[src/rtl/lgas_pkg.sv]
package lgas_pkg;
  localparam int NDIR  = 6;
  localparam int NHALF = NDIR / 2;
  typedef logic [NDIR-1:0] dirs_t;
  localparam dirs_t TRI_EVEN = 6'b010101;
  localparam dirs_t TRI_ODD  = 6'b101010;
endpackage

[src/rtl/lgas_rst_sync.sv]
module lgas_rst_sync #(
  parameter int DEPTH = 2
) (
  input  logic clk,
  input  logic rst_n,
  output logic rst_sync_n
);
  logic [DEPTH-1:0] sync_q;
  logic [DEPTH-1:0] sync_d;

  always_comb begin
    sync_d = {sync_q[DEPTH-2:0], 1'b1};
  end

  always_ff @(posedge clk or negedge rst_n) begin
    if (!rst_n) sync_q <= '0;
    else        sync_q <= sync_d;
  end

  assign rst_sync_n = sync_q[DEPTH-1];
endmodule

[src/rtl/lgas_collide.sv]
module lgas_collide
  import lgas_pkg::*;
(
  input  dirs_t dirs_i,
  input  logic  parity_i,
  output dirs_t dirs_o
);
  dirs_t           rot_ccw;
  dirs_t           rot_cw;
  logic [NHALF-1:0] pair_hit;
  logic [NHALF-1:0] hole_hit;

  for (genvar i = 0; i < NDIR; i++) begin : g_rot
    assign rot_ccw[(i+1)%NDIR] = dirs_i[i];
    assign rot_cw[i]           = dirs_i[(i+1)%NDIR];
  end

  for (genvar k = 0; k < NHALF; k++) begin : g_axis
    localparam dirs_t AXIS = dirs_t'((1 << k) | (1 << (k + NHALF)));
    assign pair_hit[k] = (dirs_i == AXIS);
    assign hole_hit[k] = (dirs_i == ~AXIS);
  end

  always_comb begin
    dirs_o = dirs_i;
    if ((|pair_hit) || (|hole_hit)) begin
      dirs_o = parity_i ? rot_cw : rot_ccw;
    end else if (dirs_i == TRI_EVEN) begin
      dirs_o = TRI_ODD;
    end else if (dirs_i == TRI_ODD) begin
      dirs_o = TRI_EVEN;
    end
  end
endmodule

[src/rtl/lgas_bounce.sv]
module lgas_bounce
  import lgas_pkg::*;
(
  input  dirs_t dirs_i,
  output dirs_t dirs_o
);
  for (genvar i = 0; i < NDIR; i++) begin : g_flip
    assign dirs_o[(i+NHALF)%NDIR] = dirs_i[i];
  end
endmodule

[src/rtl/lgas_stage.sv]
module lgas_stage #(
  parameter int W = 13
) (
  input  logic         clk,
  input  logic         rst_n,
  input  logic         vld_i,
  input  logic [W-1:0] data_i,
  output logic         vld_o,
  output logic [W-1:0] data_o
);
  logic         vld_d;
  logic [W-1:0] data_d;

  always_comb begin
    vld_d  = vld_i;
    data_d = data_o;
    if (vld_i) data_d = data_i;
  end

  always_ff @(posedge clk or negedge rst_n) begin
    if (!rst_n) begin
      vld_o  <= 1'b0;
      data_o <= '0;
    end else begin
      vld_o  <= vld_d;
      data_o <= data_d;
    end
  end
endmodule

[src/rtl/lgas_site_unit.sv]
module lgas_site_unit
  import lgas_pkg::*;
#(
  parameter int NUM_STAGES = 3
) (
  input  logic       clk,
  input  logic       rst_n,
  input  logic       in_valid,
  input  logic [5:0] in_dirs,
  input  logic       in_obst,
  input  logic       in_parity,
  output logic       out_valid,
  output logic [5:0] out_dirs
);
  localparam int RULE_ST = NUM_STAGES - 1;
  localparam int LANE_W  = 1 + 2 * NDIR;

  logic  rst_sync_n;
  dirs_t coll_w;
  dirs_t refl_w;

  logic                    vld_c [0:RULE_ST];
  logic [LANE_W-1:0]       pay_c [0:RULE_ST];

  lgas_rst_sync #(.DEPTH(2)) u_rst (
    .clk        (clk),
    .rst_n      (rst_n),
    .rst_sync_n (rst_sync_n)
  );

  lgas_collide u_coll (
    .dirs_i   (in_dirs),
    .parity_i (in_parity),
    .dirs_o   (coll_w)
  );

  lgas_bounce u_bnc (
    .dirs_i (in_dirs),
    .dirs_o (refl_w)
  );

  assign vld_c[0] = in_valid;
  assign pay_c[0] = {in_obst, coll_w, refl_w};

  for (genvar s = 0; s < RULE_ST; s++) begin : g_stage
    lgas_stage #(.W(LANE_W)) u_stg (
      .clk    (clk),
      .rst_n  (rst_sync_n),
      .vld_i  (vld_c[s]),
      .data_i (pay_c[s]),
      .vld_o  (vld_c[s+1]),
      .data_o (pay_c[s+1])
    );
  end

  logic  last_obst;
  dirs_t last_coll;
  dirs_t last_refl;
  logic  out_valid_d;
  dirs_t out_dirs_d;

  assign last_obst = pay_c[RULE_ST][LANE_W-1];
  assign last_coll = pay_c[RULE_ST][2*NDIR-1:NDIR];
  assign last_refl = pay_c[RULE_ST][NDIR-1:0];

  always_comb begin
    out_valid_d = vld_c[RULE_ST];
    out_dirs_d  = out_dirs;
    if (vld_c[RULE_ST]) out_dirs_d = last_obst ? last_refl : last_coll;
  end

  always_ff @(posedge clk or negedge rst_sync_n) begin
    if (!rst_sync_n) begin
      out_valid <= 1'b0;
      out_dirs  <= '0;
    end else begin
      out_valid <= out_valid_d;
      out_dirs  <= out_dirs_d;
    end
  end
endmodule

[config.mk]
export PLATFORM = sky130hd
export DESIGN_NAME = lgas_site_unit
export DESIGN_NICKNAME = d
export VERILOG_FILES = /design/src/rtl/lgas_pkg.sv /design/src/rtl/lgas_rst_sync.sv /design/src/rtl/lgas_collide.sv /design/src/rtl/lgas_bounce.sv /design/src/rtl/lgas_stage.sv /design/src/rtl/lgas_site_unit.sv
export SDC_FILE = /design/constraint.sdc
export NUM_CORES = 1
export LEC_CHECK = 0
export ABC_AREA = 0
export BUFFER_PORTS_ARGS = -buffer_cell sky130_fd_sc_hd__buf_4
export CAP_MARGIN = 0
export CORE_ASPECT_RATIO = 1.25
export CORE_UTILIZATION = 30
export DETAILED_ROUTE_END_ITERATION = 16
export HOLD_SLACK_MARGIN = 0.03
export PLACE_DENSITY_LB_ADDON = 0.08
export SYNTH_ARGS = -nofsm -noshare
export SYNTH_HDL_FRONTEND = slang
export SYNTH_SLANG_ARGS = --single-unit
[constraint.sdc]
create_clock -name clk -period 1.4 [get_ports clk]
set_input_delay 0.21 -clock clk [delete_from_list [all_inputs] [get_ports clk]]
set_output_delay 0.21 -clock clk [all_outputs]
set_load 0.03 [all_outputs]
* After elaboration in Yosys (flattened, before gate mapping) *
Index checks and enable logic that the tools add are counted.
W data, S select, Z words.

storage, ports and cells
  bits in registers = 37
  input port bits = 11

cells by class
  equal/unequal tests = 8
  mux-type cells = 5
  reductions and logical operators = 3

operators by type and width
  operator              number
  $mux W6               5
  $eq A6 B6 Y1 const B  4
  $eq A6 B5 Y1 const B  3
  $eq A6 B4 Y1 const B  1
  $reduce_or A3 Y1      2
  $logic_or A1 B1 Y1    1

* Depth between registers and ports, before layout *
  depth after elaboration = 4
  mapped depth = 6
  depth with buffers taken out = 4

* Modules after synthesis *
A second synthesis with hierarchy kept.

second synthesis, totals
  cell total of the unflattened synthesis = 123
  area total of the unflattened synthesis = 1755.4 um2

modules (own cells, without submodules)
  module          times used  cells an instance  area an instance (um2)  seq. area each (um2)
  lgas_stage      2           28                 545.5                   350.3
  lgas_site_unit  1           27                 304.0                   175.2
  lgas_collide    1           31                 261.5                   0.0
  lgas_rst_sync   1           3                  53.8                    50.0
  lgas_bounce     1           6                  45.0                    0.0

* Worst setup path after synthesis *
No wires, ideal clock.

  kind = in2reg
  start point = in in_dirs[4]
  end point = reg g_stage[0].u_stg.data_o[6]
  setup time = 65 ps
  arrival = 1256 ps
  data required time = 1335 ps
  slack = 80 ps
  stages on the path = 5
  cells stage by stage = buf_6 > nor4bb_1 > o41a_1 > a2111oi_2 > a211o_1

between the ends
  word-level cells in the longest chain between the ends = 4
  elaborated cells on any way between the ends = 14
  those cells by class = 8 x eq/ne; 3 x mux; 3 x reduce/logical

RTL lines
  item                                           RTL line                                RTL
  start, declared                                lgas_site_unit.sv:9                     input logic [5:0] in_dirs,
  $eq A6 B6 Y1 (tied with other cells)           lgas_collide.sv:30                      end else if (dirs_i == TRI_ODD) begin
  $mux W6 or $reduce_or A3 Y1 (tied branches)    lgas_collide.sv:30, lgas_collide.sv:26
  $mux W6 or $logic_or A1 B1 Y1 (tied branches)  lgas_collide.sv:28, lgas_collide.sv:26
  $mux W6 (*)                                    lgas_collide.sv:26                      if ((|pair_hit) || (|hole_hit)) begin
  end signal, assigned                           lgas_stage.sv:26                        data_o <= data_d;
  end, declared                                  lgas_stage.sv:9                         output logic [W-1:0] data_o

Every way passes the cells marked *; elsewhere a longest branch is shown, timed or not.
A chain may end at the register's enable or synchronous reset.

* Final worst setup path *
  start point = in in_dirs[0]
  end point = reg g_stage[0].u_stg.data_o[9]

Same word-level chain as after synthesis.

==> impl.org <==
** Status
- Run status :: completed

** Placement
- Routability-driven placement finished with a final weighted congestion of approximately 0.84.
- The count of buffers added on input and output ports is 17.
- Post-placement cell area :: 2220 um^2
- The HPWL after detailed placement is around 3000 um.
- In this run, placement finished with an instance count of between 200 and 300.

** Route
- Detailed router's first-iteration violation count :: 25
- Average wire length per cell after detail routing :: between 10 and 15 um
- Via/cell ratio :: between 4 and 5
- After detailed routing, the number of remaining DRC violations is 0.
- Antenna-violating nets left :: 0
- Total Wirelength :: ~3900 um
- Summing over every cut layer, the via total after detailed routing is approximately 1400.
- The first detailed-routing pass ran for 4 iterations.

** Clock tree
- TritonCTS built the clock tree.
- TritonCTS created 5 clock buffers.
- Clock root cell :: sky130_fd_sc_hd__clkbuf_8
- The later pin in the worst-skew pair is clocked with a latency of approximately 280 ps.
- Number of sinks driven by the clock tree :: 37
- No sink is reached through more buffers than the 2 on the longest clock path.
- Clock Pin Slew Worst Setup and Hold Paths :: 70 ps
- H-tree lvl count :: 2
- Post-CTS setup buffers :: 0

** Timing
- After layout, the minimum clock period comes to between 1000 and 1500 ps.
- Achievable Freq :: ~750 MHz
- Setup violations remaining at the end of the flow were counted as 0.
- The max-slew violation count came to 0.
- Unrepaired setup endpoints after global routing :: no
- Maximum clock skew at final layout :: just over 5 ps
- Final Hold Fails :: 0
- The worst path uses a little over nine tenths of the clock period.
- Across all hold checks on the routed design, the worst slack comes to roughly 160 ps.

** Final layout
- Area of combinational cells with multiple inputs :: between 800 and 900 um^2
- 0 antenna diodes ended up in the layout.
- FILL cells :: roughly 590
- Nets@finish :: approximately 210
- Combined flip-flop and latch cell area :: roughly 930 um^2
- Final Non-Filler Cells :: 285
- Layout cell share with drive strength beyond 1 :: between 30% and 40%
- From synthesis to final layout, the design area changed by 28.2%.
- Post-route cell area :: approximately 2400 um^2

** Setup path
- In this run the worst path has a maximum fanout of 9.
- Critical Path Start Type :: input port
- Reg-to-reg critical path endpoint :: out_dirs[1]
- Reg2reg path depth :: 2
- Critical path data required time :: approximately 1600 ps
- In this run the critical register-to-register path is launched from g_stage[1].u_stg.data_o[12].
- Start-to-end type of the worst setup path :: in2reg
- Data arrives at the worst endpoint at roughly 1600 ps.
- In this run the register-to-register setup slack is 370 ps.
- STA classifies the critical path endpoint as a flop.

** Logic synthesis
- Average size of a mapped cell :: approximately 11 um^2
- Top flip-flop cell by instance count after synthesis :: sky130_fd_sc_hd__dfrtp_1
- The mapped netlist covers about 1800 um^2.
- The synthesized netlist contains 44 unique library cells.
- For this run, asynchronously set or reset flops after synthesis account for 100%.
- EDFF count, synth :: 0
- Most used standard cell by instance count after synthesis :: sky130_fd_sc_hd__dfrtp_1
- The share of synthesized area in the top cell type comes to approximately half.
- Cell type contributing the most total cell area after synthesis :: sky130_fd_sc_hd__dfrtp_1
- In this run, synthesis produced a sequential element count of 37.
- Yosys synthesis warning count :: 0
- In the synthesized netlist, the number of instances is between 150 and 200.
- Sequential elements use just over 50% of the synthesized area.
- Commonest cells in the netlist :: 37 x sky130_fd_sc_hd__dfrtp_1, 20 x sky130_fd_sc_hd__mux2_2, 15 x sky130_fd_sc_hd__a21oi_1
- Post-synth net total :: about 170
- By area the synthesized netlist is led by sky130_fd_sc_hd__dfrtp_1 50%, sky130_fd_sc_hd__mux2_2 12%, sky130_fd_sc_hd__mux2i_1 4.9%, sky130_fd_sc_hd__a21oi_1 4.1%, sky130_fd_sc_hd__nor2_1 1.8%.

** Global routing
- In the global route stage, overall resource usage came out at 13.6%.
- Antenna violations before repair :: 0
- Pin count of the biggest net entering global routing :: 36
- First-pass GRT wire length :: between 6000 and 7000 um
- Leftover overflow at the end of global routing :: 0
- The via count of the first global-routing pass came to roughly 1300.

** Power
- Max rail drop VDD :: between 0.4 and 0.5 mV
- PnR Total Power :: about 0.0028 W
- For this design the ratio of total power to cell area is 1190 nW/um^2.
- The analysis attributes to cell leakage a power of roughly 1.1 nW.

** Floorplan
- The die is approximately 72 um wide.
- Die height :: between 80 and 90 um
- Total I/O pin count :: 18
- The core region is ~5900 um^2.
- Die Outline Area :: about 6500 um^2
- Placement Rows :: 31
- Starting density of the core :: a little under a third

** Min path
- Worst min-delay path startpoint :: in_obst
- The worst hold path passes through 2 cells.
- The path with the worst hold slack has its endpoint at g_stage[0].u_stg.data_o[12].
- The min-delay analysis places its worst path in the category in2reg.

** Run
- Max-cap viol count :: 0
-- kinds of logic (layout without fill, tap and decap cells) --
| logic type | after synthesis | after routing | synth area share, % |
|---|---|---|---|
| simple gates | 35 | 35 | 11.9 |
| buf+inv | 19 | 62 | 4.97 |
| mux | 29 | 29 | 17.1 |
| flops | 37 | 37 | 50.3 |
| compound gates | 38 | 38 | 14.6 |
| other cells | 1 | 1 | 0.204 |
| xor+xnor | 1 | 1 | 0.885 |
-- layout make-up --
cell class,instances,area share [%]
clock buffer,6,3.50
clock inverter,2,1.59
inverter,7,1.11
multi-input combinational,104,35.1
sequential,37,39.3
tap,82,4.35
timing repair buffer,47,15.1
-- worst max-delay path by stage --
stage,endpoint,startpoint
after floorplan,g_stage[0].u_stg.data_o[6],in_dirs[4]
after global routing,g_stage[0].u_stg.data_o[9],in_dirs[0]
after global placement,g_stage[0].u_stg.data_o[9],in_dirs[0]
after CTS,g_stage[0].u_stg.data_o[9],in_dirs[0]
final,g_stage[0].u_stg.data_o[9],in_dirs[0]
after detailed placement,g_stage[0].u_stg.data_o[9],in_dirs[0]
-- layout by cell type (no fill, tap or decap), types with 3 or more instances in the layout --
cell,synthesis,routed
sky130_fd_sc_hd__a21oi_1,15,15
sky130_fd_sc_hd__clkbuf_8,0,6
sky130_fd_sc_hd__nor2b_1,3,3
sky130_fd_sc_hd__o221ai_1,3,3
sky130_fd_sc_hd__inv_1,6,6
sky130_fd_sc_hd__dfrtp_1,37,37
sky130_fd_sc_hd__buf_4,3,46
sky130_fd_sc_hd__nand2_1,5,5
sky130_fd_sc_hd__nor2_1,9,9
sky130_fd_sc_hd__mux2i_1,9,9
sky130_fd_sc_hd__o21ai_1,3,3
sky130_fd_sc_hd__nand3_1,4,4
sky130_fd_sc_hd__mux2_2,20,20
-- per-stage QoR --
stage	util (%)	setup TNS [ps]	worst slack, ps
after global placement	37.9	-467	-179
final	40.3	0	73.1
after global routing	40.3	0	14.0
after floorplan	-	0	79.8
after CTS	40.2	0	88.5
after detailed placement	37.9	-512	-212
-- report_power, final --
group / switching [W] / internal, W / total [W]
Combinational: 0.000272 / 0.000278 / 0.000550
Clock: 0.000370 / 0.000579 / 0.000948
Sequential: 0.0000906 / 0.00121 / 0.00130
Total: 0.000732 / 0.00207 / 0.00280
-- worst max-delay path, stage by stage --
cell and delay, ps:
sky130_fd_sc_hd__buf_4 140, sky130_fd_sc_hd__buf_4 130, sky130_fd_sc_hd__nor4b_2 300, sky130_fd_sc_hd__a32oi_1 130, sky130_fd_sc_hd__a211oi_1 350, sky130_fd_sc_hd__buf_4 190
sky130_fd_sc_hd__a311o_1 90
-- state kept, by name, indices dropped and copies added (netlist names) --
name                  count
g_stage.u_stg.vld_o       2
g_stage.u_stg.data_o     26
out_valid                 1
out_dirs                  6
u_rst.sync_q              2
-- timing repair --
item                                    4_1_cts  5_1_grt
endpoints found under the setup margin        0        2
hold buffers                                  1        0
hold endpoints to repair                      2        0
resized for setup                             0        1
-- per-layer routing --
metal	GRT usage, %	vias up	routed length [um]
met2	23.1	26	1890
met4	6.06	0	67
met3	2.37	5	97
met5	0	-	0
met1	17.0	655	1840
li1	-	669	-
(Power assumes the default switching activity.)
